`src/rtl/qpsk_dd_pkg.sv`:
```
package qpsk_dd_pkg;

  localparam int DIBIT_W = 2;

  typedef logic [1:0] quad_t;

  // Strobes from the control to the datapath.
  typedef struct packed {
    logic loadPrev;   // capture the current quadrant as the reference
    logic emitDibit;  // load a decoded dibit into the serializer
    logic shiftOut;   // advance the serializer by one bit
  } ctrl_strobes_t;

endpackage

```
`src/rtl/qpsk_dd_ctrl.sv`:
```
module qpsk_dd_ctrl
  import qpsk_dd_pkg::*;
(
  input  logic          clk,
  input  logic          rstN,
  input  logic          symValid,
  output ctrl_strobes_t strobes,
  output logic          bitValid
);

  localparam int CNT_W = $clog2(DIBIT_W + 1);

  logic             primed;
  logic [CNT_W-1:0] bitsLeft;

  always_comb begin
    strobes.loadPrev  = symValid;
    strobes.emitDibit = symValid & primed;
    // A new load takes priority over shifting; the old LSB is already out.
    strobes.shiftOut  = (bitsLeft != '0) & ~strobes.emitDibit;
  end

  assign bitValid = (bitsLeft != '0);

  always_ff @(posedge clk or negedge rstN) begin
    if (!rstN) begin
      primed   <= 1'b0;
      bitsLeft <= '0;
    end else begin
      if (symValid) primed <= 1'b1;
      if (strobes.emitDibit)    bitsLeft <= CNT_W'(DIBIT_W);
      else if (bitsLeft != '0)  bitsLeft <= bitsLeft - 1'b1;
    end
  end

endmodule

```
`src/rtl/qpsk_dd_datapath.sv`:
```
module qpsk_dd_datapath
  import qpsk_dd_pkg::*;
#(
  parameter int SAMPLE_W = 8
) (
  input  logic                       clk,
  input  logic                       rstN,
  input  logic signed [SAMPLE_W-1:0] symI,
  input  logic signed [SAMPLE_W-1:0] symQ,
  input  ctrl_strobes_t              strobes,
  output logic                       bitData
);

  localparam logic signed [SAMPLE_W-1:0] ZERO = '0;

  logic               iNeg, qNeg;
  quad_t              curQuad, prevQuad, stepQuad;
  logic [DIBIT_W-1:0] dibit, shiftReg;

  // Quadrant slicer: the index counts up counter-clockwise.
  assign iNeg = (symI < ZERO);
  assign qNeg = (symQ < ZERO);

  always_comb begin
    unique case ({qNeg, iNeg})
      2'b00:   curQuad = 2'd0;
      2'b01:   curQuad = 2'd1;
      2'b11:   curQuad = 2'd2;
      default: curQuad = 2'd3;
    endcase
  end

  // Phase step modulo 4, then Gray-coded into a dibit.
  assign stepQuad = curQuad - prevQuad;
  assign dibit    = {stepQuad[1], stepQuad[1] ^ stepQuad[0]};

  always_ff @(posedge clk or negedge rstN) begin
    if (!rstN) begin
      prevQuad <= '0;
      shiftReg <= '0;
    end else begin
      if (strobes.loadPrev) prevQuad <= curQuad;
      if (strobes.emitDibit)     shiftReg <= dibit;
      else if (strobes.shiftOut) shiftReg <= {shiftReg[DIBIT_W-2:0], 1'b0};
    end
  end

  assign bitData = shiftReg[DIBIT_W-1];

endmodule

```
`src/rtl/qpsk_diff_decoder.sv`:
```
module qpsk_diff_decoder
  import qpsk_dd_pkg::*;
#(
  parameter int SAMPLE_W = 8
) (
  input  logic                       clk,
  input  logic                       rstN,
  input  logic                       symValid,
  input  logic signed [SAMPLE_W-1:0] symI,
  input  logic signed [SAMPLE_W-1:0] symQ,
  output logic                       bitData,
  output logic                       bitValid
);

  ctrl_strobes_t strobes;

  qpsk_dd_ctrl i_ctrl (
    .clk      (clk),
    .rstN     (rstN),
    .symValid (symValid),
    .strobes  (strobes),
    .bitValid (bitValid)
  );

  qpsk_dd_datapath #(.SAMPLE_W(SAMPLE_W)) i_dp (
    .clk     (clk),
    .rstN    (rstN),
    .symI    (symI),
    .symQ    (symQ),
    .strobes (strobes),
    .bitData (bitData)
  );

endmodule

```
`config.mk`:
```
export PLATFORM = sky130hd
export DESIGN_NAME = qpsk_diff_decoder
export DESIGN_NICKNAME = d
export VERILOG_FILES = /design/src/rtl/qpsk_dd_pkg.sv /design/src/rtl/qpsk_dd_ctrl.sv /design/src/rtl/qpsk_dd_datapath.sv /design/src/rtl/qpsk_diff_decoder.sv
export SDC_FILE = /design/constraint.sdc
export NUM_CORES = 1
export LEC_CHECK = 0
export BUFFER_PORTS_ARGS = -buffer_cell sky130_fd_sc_hd__buf_2
export CORE_AREA = 2 2 39 41
export CTS_CLUSTER_SIZE = 30
export DETAILED_ROUTE_END_ITERATION = 8
export DIE_AREA = 0 0 41 43
export GPL_TIMING_DRIVEN = 0
export SLEW_MARGIN = 20
export SYNTH_ARGS = -nofsm -noshare
export SYNTH_HDL_FRONTEND = slang
export SYNTH_HIERARCHICAL = 1
export SYNTH_SLANG_ARGS = --single-unit
```
`constraint.sdc`:
```
create_clock -name clk -period 1.7 [get_ports clk]
set_input_delay 0.17 -clock clk [delete_from_list [all_inputs] [get_ports clk]]
set_output_delay 0.17 -clock clk [all_outputs]
set_load 0.005 [all_outputs]
```
-- Word-level counts from Yosys, hierarchy flattened
Index checks and enable logic that the tools add are counted.
- flip-flop bits (word level): 7
- latch bits: 0
- memory bits (writable): 0
- ROM bits: 0
- bits of input ports: 19
- memories kept: 0
- add/sub/neg operators: 2
- multipliers: 0
- divide/modulo/power cells: 0
- magnitude comparators: 2
- equal/unequal tests: 2
- shift operators: 0
- mux-type cells: 5
- bitwise gates (word level): 4
- reductions and logical operators: 4
- operator list (cell ; number):
    less-than comparator 8 x 1 -> 1 bit (second input constant) ; 2
    2-to-1 mux 2 bit ; 4
    one-hot mux 2 bit (3 select lines) ; 1
    nonzero test 2 bit ; 3
    AND 1 bit ; 2
    equality test 2 x 1 -> 1 bit (second input constant) ; 1
    equality test 2 bit (second input constant) ; 1
    zero test 2 bit ; 1
    subtractor 2 x 1 -> 2 bit (second input constant) ; 1
    subtractor 2 bit ; 1
    NOT 1 bit ; 1
    XOR 1 bit ; 1

-- Logic depth before layout (Yosys ltp)
Gate-level depths: netlist of the first run.
- depth after elaboration: 6
- mapped depth: 6
- depth with buffers taken out: 6

-- Cells and area by module
The synthesis of the first run kept the hierarchy.
- modules (own cells, without submodules) (module ; times used ; cells each ; area an instance (um^2)):
    qpsk_dd_datapath ; 1 ; 21 ; 246.5
    qpsk_dd_ctrl ; 1 ; 16 ; 155.1

-- Least setup slack after synthesis of the first run
No wires, ideal clock.
- path type: input to register
- from: input port symI[7]
- to: register i_dp.shiftReg[0]
- library setup time: 0.121 ns
- data arrival time: 1.314 ns
- slack: 0.265 ns
- cell stages on the path: 6
- buffers on the path: 0
- cell sequence: inv_1 ha_1 ha_1 xnor2_1 xnor3_1 a22o_1
- cells in the longest elaborated chain, start to end: 6
- elaborated cells on any way between the ends: 8
- ends and longest elaborated chain (what ; RTL line ; RTL):
    start, declared ; qpsk_diff_decoder.sv:9 ; input logic signed [SAMPLE_W-1:0] symI,
    less-than comparator 8 x 1 -> 1 bit * ; qpsk_dd_datapath.sv:21 ; assign iNeg = (symI < ZERO);
    equality test 2 bit (tied with other cells) ; qpsk_dd_datapath.sv:25 ; unique case ({qNeg, iNeg})
    one-hot mux 2 bit (3 select lines) * ; qpsk_dd_datapath.sv:25 ;
    subtractor 2 bit * ; qpsk_dd_datapath.sv:34 ; assign stepQuad = curQuad - prevQuad;
    XOR 1 bit * ; qpsk_dd_datapath.sv:35 ; assign dibit = {stepQuad[1], stepQuad[1] ^ stepQuad[0]};
    2-to-1 mux 2 bit * ; qpsk_dd_datapath.sv:43 ; if (strobes.emitDibit) shiftReg <= dibit;
    end signal, assigned ; qpsk_dd_datapath.sv:43 ;
    end signal, assigned ; qpsk_dd_datapath.sv:44 ; else if (strobes.shiftOut) shiftReg <= {shiftReg[DIBIT_W-2:0], 1'b0};
    end, declared ; qpsk_dd_datapath.sv:18 ; logic [DIBIT_W-1:0] dibit, shiftReg;
Mark *: on every way between the ends. The rest lies on a longest branch, timed or not.
A chain may end at the register's enable or synchronous reset.

-- Worst setup path after layout of the first run
Ends and elaborated chain as after synthesis.

==> flow_metrics.env, run 1 <==
export IMPL_gp_congestion=0.658
export IMPL_cap_violations=0
export IMPL_syn_num_nets=60
export IMPL_dp_cells=59
export IMPL_powerDensity_nw_per_um2=1200
export IMPL_grt_max_degree=8
export IMPL_port_buffers=6
export IMPL_crit_cells=7
export IMPL_grt_usage=0.0968
export IMPL_max_stage_delay_ps=300
export IMPL_clkLatencyLatePin_ps=250
export IMPL_hold_viol=0
export IMPL_path_common_cell="ha_1"
export IMPL_design_area_um2=488
export IMPL_slew_headroom=0.818
export IMPL_min_path_cells=2
export IMPL_cts_tree="yes"
export IMPL_grt_overflow_total=0
export IMPL_cp_arrival_ps=1520
export IMPL_syn_inst=37
export IMPL_setup_viol=0
export IMPL_fmax_mhz=724
export IMPL_fp_dieArea_um2=1760
export IMPL_hpwl_um=467
export IMPL_drt_pass1_iter_count=2
export IMPL_ir_drop_v=0.000538
export IMPL_drive_above_1_share=0.229
export IMPL_finalSetupTns_ps=0
export IMPL_die_y_um=43
export IMPL_fin_hold_ws_ps=137
export IMPL_fin_crit_ps=1380
export IMPL_synth_warnings=6
export IMPL_clkSlewWorstSetupHoldPaths_ps=50
export IMPL_skew_ps=2.53
export IMPL_antennaDiodeCount=0
export IMPL_critPathKind="primary input to flop"
export IMPL_ys_seq_area_frac=0.436
export IMPL_avgRoutedWirePerCell_um=8.84
export IMPL_power_leakage_nw=0.247
export IMPL_avgSynthCellArea_um2=10.9
export IMPL_path_cells="buf_2 > inv_1 > ha_1 > ha_1 > xnor2_1 > xnor3_1 > a22o_1"
export IMPL_fin_crit_sh=0.812
export IMPL_cp_start_kind="primary input"
export IMPL_cts_sinks=7
export IMPL_multi_input_area_um2=200
export IMPL_wl_um=566
export IMPL_synth_seq_cells=7
export IMPL_cts_buffers=3
export IMPL_fin_nets=72
export IMPL_antenna_found_initial=0
export IMPL_critPathTopFamily="adder cells"
export IMPL_avgViaCountPerCell=4.27
export IMPL_initialDrtViolationCount=1
export IMPL_ys_types=18
export IMPL_status="finished, final reports clean"
export IMPL_place_area_um2=452
export IMPL_final_instance_count_excl_fill=64
export IMPL_ios=21
export IMPL_grt_pass1_vias=256
export IMPL_min_path_type="primary input to flop"
export IMPL_start_util=0.290
export IMPL_maxSlewViolCount=0
export IMPL_required_ps=1830
export IMPL_rsz0062_at_grt="no"
export IMPL_register_area_um2=175
export IMPL_worstRegToRegCells=4
export IMPL_row_count=14
export IMPL_cts_root_buf="clkbuf_4"
export IMPL_route_detailed_drc=0
export IMPL_critPathMaxFanout=2
export IMPL_via_count=273
export IMPL_ant_nets=0
export IMPL_cts_resized=0
export IMPL_nFillCells=148
export IMPL_crit_path_top_delay_cell="ha_1"
export IMPL_syn2layout_area_growth_pct=21.5
export IMPL_cts_max_level=1
export IMPL_grt_pass1_wl_mm=1.01
export IMPL_core_area_um2=1380
export IMPL_cts_buffer_depth=2
export IMPL_tightestPinTransition_ps=272
export IMPL_worstSetupEndpointType="flop"
export IMPL_path_buf_inv=2
export IMPL_syn_area_um2=402
export IMPL_die_x_um=41
per-layer routing:
layer / share of wire / GRT usage / wire length [µm] / vias to the layer above
met4: 0.016 / 0.100 / 9 / 0
met3: 0.035 / 0.0628 / 20 / 2
li1: - / - / - / 143
met5: 0 / 0 / 0 / -
met2: 0.46 / 0.106 / 258 / 4
met1: 0.49 / 0.115 / 277 / 124
what timing repair did:
item                                    4_1_cts  5_1_grt
hold buffers                                  1        0
endpoints found under the setup margin        0        0
hold endpoints to repair                      7        0
buffers inserted                              0        0
layout by cell type (no fill, tap or decap):
cell type,synthesis,final
a211oi_1,1,1
a21o_1,1,1
a21oi_1,2,2
a22o_1,1,1
and2_1,1,1
buf_2,0,6
buf_4,1,1
clkbuf_1,0,1
clkbuf_4,0,3
dfrtp_1,7,7
dlygate4sd3_1,0,1
ha_1,4,4
inv_1,5,5
mux2i_1,1,1
nand2b_1,2,2
nor2_1,4,4
nor2_4,1,1
nor2b_1,1,1
or2_1,1,1
xnor2_1,2,2
xnor3_1,1,1
xor2_1,1,1
synth_stat cells:
cell	number	area share
xnor3_1	1	0.056
nor2_1	4	0.037
inv_1	5	0.047
ha_1	4	0.12
a22o_1	1	0.022
dfrtp_1	7	0.44
and2_1	1	0.016
xnor2_1	2	0.044
nand2b_1	2	0.031
mux2i_1	1	0.025
a211oi_1	1	0.019
or2_1	1	0.016
a21oi_1	2	0.025
xor2_1	1	0.022
a21o_1	1	0.019
nor2b_1	1	0.016
nor2_4	1	0.028
buf_4	1	0.019
cell families after synthesis:
group / share of synthesized area
simple gates: 0.143
flops: 0.436
buf+inv: 0.0654
compound gates: 0.0841
xor+xnor: 0.122
fa+ha+maj: 0.125
mux: 0.0249
report_power, final:
group          internal (mW)  total [mW]  switching, mW
clock                 0.0894       0.148         0.0582
sequential             0.211       0.231         0.0202
combinational          0.116       0.208         0.0922
total                  0.416       0.587          0.171
per-stage QoR:
step                setup WS (ps)  utilization  total power [mW]
floorplan                     265            -             0.393
global placement              108        0.326             0.439
detailed placement           59.7        0.326             0.447
CTS                           318        0.353             0.603
global route                  224        0.353             0.646
finish                        319        0.353             0.587
registers in the layout, indices dropped and copies added (netlist names):
| name | cells |
|---|---|
| i_ctrl/bitsLeft | 2 |
| i_ctrl/primed | 1 |
| i_dp/shiftReg | 2 |
| i_dp/prevQuad | 2 |
worst paths after layout:
check | start | to | slack [ps]
max in group asynchronous | rstN | i_ctrl/bitsLeft[1] | 1270
min | symValid | i_ctrl/primed | 140
min reg2reg | i_ctrl/primed | i_ctrl/primed | 450
min in group asynchronous | rstN | i_dp/shiftReg[0] | 280
max reg2reg | i_dp/prevQuad[0] | i_dp/shiftReg[0] | 330
max | symI[7] | i_dp/shiftReg[0] | 320
worst reg2reg max path, cell delays in order (launching register included):
cell	delay [ps]
dfrtp_1	370
ha_1	190
xnor2_1	250
xnor3_1	260
a22o_1	180
cell type report:
type | instances | share of cell area
buffer | 1 | 0.0154
sequential | 7 | 0.359
inverter | 5 | 0.0385
multi-input combinational | 24 | 0.410
clock buffer | 4 | 0.0538
timing repair buffer | 7 | 0.0821
tap | 16 | 0.0410
Power figures use the tool's default switching activity.
==> run 2: changes to the inputs <==
==> constraint.sdc (replaced) <==
create_clock -name clk -period 1.3 [get_ports clk]
set_input_delay 0.13 -clock clk [delete_from_list [all_inputs] [get_ports clk]]
set_output_delay 0.13 -clock clk [all_outputs]
set_load 0.005 [all_outputs]
==> run 2 against run 1 <==
Compared with the run above: the run now ends with negative setup slack left; global-route usage decreased by 1.1 points; clock power rose by 24%; design area increased by 5.1%; routed wire length fell by 4.9%; combinational power is 41% higher; non-clock buffer count rose by 2; sequential share of layout area down 1.8 points; final cell count grew 3.1%; worst hold slack worse by 22 ps; critical path depth fell by 4; sequential cell count is the same; setup slack worse by 360 ps; largest cell class unchanged; highest routed layer unchanged.
==> flow_metrics.env, run 2 (synthesized netlist as in run 1, its figures left out) <==
export IMPL_status="finished with violations"
export IMPL_violations="negative setup slack"
export IMPL_grt_pass1_wl_um=931
export IMPL_grt_overflow_total=0
export IMPL_cts_buffers=3
export IMPL_multi_input_area_um2=210
export IMPL_cts_root_buf="clkbuf_4"
export IMPL_total_power_mw=0.783
export IMPL_row_count=14
export IMPL_worstSetupEndpointType="flop"
export IMPL_register_area_um2=175
export IMPL_power_leakage_nw=0.260
export IMPL_cp_arrival_ps=1470
export IMPL_avgViaCountPerCell=4.05
export IMPL_fin_crit_sh=1.03
export IMPL_wl_um=538
export IMPL_cts_buffer_depth=2
export IMPL_cts_max_level=1
export IMPL_nFillCells=140
export IMPL_port_buffers=6
export IMPL_setup_slack_ps=-43.2
export IMPL_via_count=267
export IMPL_clkSlewWorstSetupHoldPaths_ps=50
export IMPL_initialDrtViolationCount=0
export IMPL_final_common_cell="dfrtp_1"
export IMPL_reg_top3="i_ctrl/bitsLeft: 2 flops, i_dp/prevQuad: 2 flops, i_dp/shiftReg: 2 flops"
export IMPL_critPathKind="flop to flop"
export IMPL_route_detailed_drc=0
export IMPL_powerDensity_nw_per_um2=1530
export IMPL_grt_usage=0.0857
export IMPL_antenna_found_initial=0
export IMPL_start_util=0.290
export IMPL_setup_viol=1
export IMPL_skew_ps=1.09
export IMPL_syn2layout_area_growth_pct=27.7
export IMPL_drt_pass1_iter_count=1
export IMPL_ios=21
export IMPL_avgRoutedWirePerCell_um=8.15
export IMPL_final_instance_count_excl_fill=66
export IMPL_gp_congestion=0.624
export IMPL_grt_max_degree=8
export IMPL_final_core_util=0.371
export IMPL_hold_viol=0
export IMPL_ir_drop_v=0.000647
export IMPL_min_path_type="primary input to flop"
export IMPL_hpwl_um=452
export IMPL_slew_headroom=0.857
export IMPL_antennaDiodeCount=0
export IMPL_cts_sinks=7
export IMPL_cap_violations=0
export IMPL_tightestPinTransition_ps=215
export IMPL_die_x_um=41
export IMPL_maxSlewViolCount=0
export IMPL_drive_above_1_share=0.300
export IMPL_cp_start_kind="flop"
export IMPL_fp_dieArea_um2=1760
export IMPL_rsz0062_at_grt="yes"
export IMPL_core_area_um2=1380
export IMPL_fin_nets=74
export IMPL_die_y_um=43
export IMPL_fin_hold_ws_ps=115
export IMPL_layout_common_cells="dfrtp_1, buf_2, inv_1"
export IMPL_fin_crit_ps=1340
export IMPL_critPathMaxFanout=2
export IMPL_ant_nets=0
export IMPL_cts_tree="yes"
export IMPL_dp_cells=59
export IMPL_fmax_mhz=744
export IMPL_grt_pass1_vias=251
export IMPL_clkLatencyLatePin_ps=240
export IMPL_required_ps=1430
## run 2: path summary, 6_finish.rpt
path,from,cells after the start,slack [ps],endpoint
hold / removal,symValid,2,120,i_ctrl/primed
max in group asynchronous,rstN,2,900,i_dp/shiftReg[0]
setup / recovery,i_dp/prevQuad[0],3,-40,i_dp/shiftReg[0]
setup reg to reg,i_dp/prevQuad[0],3,-40,i_dp/shiftReg[0]
min in group asynchronous,rstN,2,250,i_ctrl/primed
hold reg to reg,i_ctrl/primed,1,450,i_ctrl/primed
## run 2: final cells by class
class | instances | share of cell area
tap | 16 | 0.0390
inverter | 5 | 0.0366
clock buffer | 4 | 0.0512
multi-input combinational | 24 | 0.410
timing repair buffer | 9 | 0.107
buffer | 1 | 0.0146
sequential | 7 | 0.341
## run 2: metrics by stage
step                worst slack, ps  setup TNS, ps  instance area [µm²]
finish                        -43.2          -43.2                  513
global route                   -106           -125                  513
CTS                           -48.7          -63.8                  503
detailed placement             -234           -262                  459
global placement               -227           -231                  459
floorplan                     -50.1          -50.1                  409
## run 2: repair_timing
| item | CTS | global route |
|---|---|---|
| setup endpoints to repair | 2 | 3 |
| hold buffers | 1 | 0 |
| endpoints found under the hold margin | 7 | 0 |
| pin swaps | 0 | 0 |
| buffers inserted | 1 | 1 |
| gates resized for setup | 0 | 1 |
## run 2: power breakdown
part	internal (mW)	switching, mW	total [mW]
logic	0.170	0.123	0.293
registers	0.276	0.0299	0.306
clock network	0.116	0.0674	0.184
## run 2: critical path: stages (launching register included)
cell and delay, ps:
dfrtp_1 380, ha_1 290, xnor3_1 370, a22o_1 190
## run 2: metal layers
metal	vias to the layer above	routed length, µm	GRT usage
li1	143	-	-
met2	2	279	0.113
met1	120	237	0.102
met5	-	0	0
met3	2	14	0.0157
met4	0	6	0.100
==> run 3: changes to the inputs <==
==> constraint.sdc (replaced) <==
create_clock -name clk -period 1.3 [get_ports clk]
set_input_delay 0 -clock clk [delete_from_list [all_inputs] [get_ports clk]]
set_output_delay 0 -clock clk [all_outputs]
set_load 0.005 [all_outputs]
==> run 3 against run 2 <==
Compared with the run above: the flow still finishes with violations (negative setup slack); clock skew is 1.5 ps higher; sequential cell count did not move; clock power increased by 5%; setup slack better by 20 ps; worst hold slack worse by 15 ps; clock-buffer cell count did not move; design area rose by 3.2%; combinational power up 8.5%; non-clock buffer count is the same; highest routed layer unchanged.
==> flow_metrics.env, run 3 (synthesized netlist as in run 1, its figures left out) <==
export IMPL_critPathMaxFanout=2
export IMPL_min_path_cells=3
export IMPL_die_y_um=43
export IMPL_avgViaCountPerCell=4.17
export IMPL_cts_buffers=3
export IMPL_critPathTopFamily="flip-flops"
export IMPL_grt_pass1_vias=260
export IMPL_p_switching_mw=0.243
export IMPL_fp_dieArea_um2=1760
export IMPL_fin_crit_ps=1320
export IMPL_final_core_util=0.382
export IMPL_critPathKind="flop to flop"
export IMPL_cap_violations=0
export IMPL_max_stage_delay_ps=370
export IMPL_fin_hold_ws_ps=100
export IMPL_cts_max_level=1
export IMPL_grt_usage=0.0999
export IMPL_worstSetupEndpointType="flop"
export IMPL_via_count=275
export IMPL_cp_arrival_ps=1460
export IMPL_fmax_mhz=755
export IMPL_fin_crit_sh=1.02
export IMPL_drive_above_1_share=0.340
export IMPL_hold_viol=0
export IMPL_switching_share=0.297
export IMPL_port_buffers=6
export IMPL_gp_congestion=0.658
export IMPL_status="finished with violations"
export IMPL_finalSetupTns_ps=-23.7
export IMPL_core_area_um2=1380
export IMPL_combPwrFrac=0.389
export IMPL_reg_top3="i_ctrl/bitsLeft: 2 flops, i_dp/prevQuad: 2 flops, i_dp/shiftReg: 2 flops"
export IMPL_avgRoutedWirePerCell_um=9.02
export IMPL_crit_path_top_delay_cell="dfrtp_1"
export IMPL_multi_input_area_um2=224
export IMPL_worstRegToRegCells=3
export IMPL_top_usage_layer="met2"
export IMPL_cp_start_kind="flop"
export IMPL_hold_end="i_dp/prevQuad[0]"
export IMPL_maxSlewViolCount=0
export IMPL_ios=21
export IMPL_setup_slack_ps=-23.7
export IMPL_initialDrtViolationCount=1
export IMPL_preCtsSetupSlack_ps=-170
export IMPL_ir_drop_v=0.000702
export IMPL_grt_pass1_wl_mm=1.05
export IMPL_layout_common_cells="dfrtp_1, buf_2, inv_1"
export IMPL_reg2reg_slack_ps=-20
export IMPL_cts_buffer_depth=2
export IMPL_ant_nets=0
export IMPL_wl_um=595
export IMPL_powerDensity_nw_per_um2=1540
export IMPL_fin_nets=74
export IMPL_p_int_mw=0.574
export IMPL_cts_sinks=7
export IMPL_grt_overflow_total=0
export IMPL_drt_pass1_iter_count=2
export IMPL_rsz0062_at_grt="yes"
export IMPL_p_clk_frac=0.236
export IMPL_antenna_found_initial=0
export IMPL_route_detailed_drc=0
export IMPL_grt_use_met2=0.116
export IMPL_power_leakage_nw=0.263
export IMPL_die_x_um=41
export IMPL_slew_headroom=0.879
export IMPL_violations="negative setup slack"
export IMPL_skew_ps=2.56
export IMPL_setup_viol=1
export IMPL_path_cells="ha_1 > xnor3_1 > a22o_1"
export IMPL_clkSlewWorstSetupHoldPaths_ps=50
export IMPL_clkLatencyLatePin_ps=250
export IMPL_tightestPinTransition_ps=182
export IMPL_cts_tree="yes"
export IMPL_hp_start="symQ[7]"
export IMPL_p_seq_frac=0.375
export IMPL_r2r_start="i_dp/prevQuad[0]"
export IMPL_cts_root_buf="clkbuf_4"
export IMPL_grt_max_degree=8
export IMPL_row_count=14
export IMPL_antennaDiodeCount=0
export IMPL_min_path_type="primary input to flop"
export IMPL_path_buf_inv=0
export IMPL_required_ps=1430
export IMPL_rr_endpoint="i_dp/shiftReg[0]"
export IMPL_start_util=0.290
export IMPL_syn2layout_area_growth_pct=31.8
export IMPL_nFillCells=145
export IMPL_final_common_cell="dfrtp_1"
export IMPL_grt_use_met3=0.0628
export IMPL_total_power_mw=0.817
export IMPL_grtUsageMet1=0.115
export IMPL_hpwl_um=467
export IMPL_register_area_um2=175
-- run 3: area by class of cell --
type	count	area share
plain buffers	1	0.0142
inverters	5	0.0355
well taps	16	0.0378
repair buffers	9	0.109
multi-input cells	24	0.423
clock buffers	4	0.0496
flip-flops and latches	7	0.331
-- run 3: power by group through the flow --
stage	logic [mW]	registers, mW	clock network (mW)
3_3_place_gp	0.269	0.305	0
6_report	0.318	0.306	0.193
3_5_place_dp	0.278	0.306	0
2_1_floorplan	0.210	0.304	0
5_1_grt	0.361	0.313	0.223
4_1_cts	0.293	0.304	0.205
-- run 3: worst max-delay path by stage --
stage | endpoint | start | depth (start not counted)
finish | i_dp/shiftReg[0] | i_dp/prevQuad[0] | 3
global route | i_dp/shiftReg[0] | i_dp/prevQuad[0] | 4
CTS | i_dp/shiftReg[0] | i_dp/prevQuad[0] | 3
detailed placement | i_dp/shiftReg[0] | symI[7] | 7
global placement | i_dp/shiftReg[0] | symI[7] | 7
floorplan | i_dp/shiftReg[0] | i_dp/prevQuad[0] | 4
-- run 3: stage by stage --
stage / instance area, µm² / cells
3_5_place_dp: 452 / 59
6_report: 529 / 66
3_3_place_gp: 452 / 59
4_1_cts: 508 / 65
2_1_floorplan: 402 / 37
5_1_grt: 529 / 66
-- run 3: worst reg2reg max path, delay by kind of cell, from the launching register on --
| family | cells | cell delay [ps] |
|---|---|---|
| AO/OA/AOI/OAI | 1 | 180 |
| adder cells (fa/ha/maj) | 1 | 280 |
| flip-flops | 1 | 370 |
| XOR/XNOR | 1 | 370 |
-- run 3: per-layer routing --
layer,vias to the layer above,part of all wire
met5,-,0
met4,0,0.015
met3,2,0.034
met2,4,0.47
met1,124,0.48
li1,145,-
-- run 3: timing repair --
| item | in CTS | in global routing |
|---|---|---|
| setup buffers | 0 | 1 |
| endpoints found under the hold margin | 8 | 0 |
| hold buffers | 2 | 0 |
| endpoints found under the setup margin | 2 | 2 |
| pin swaps | 1 | 2 |
| resized for setup | 2 | 4 |
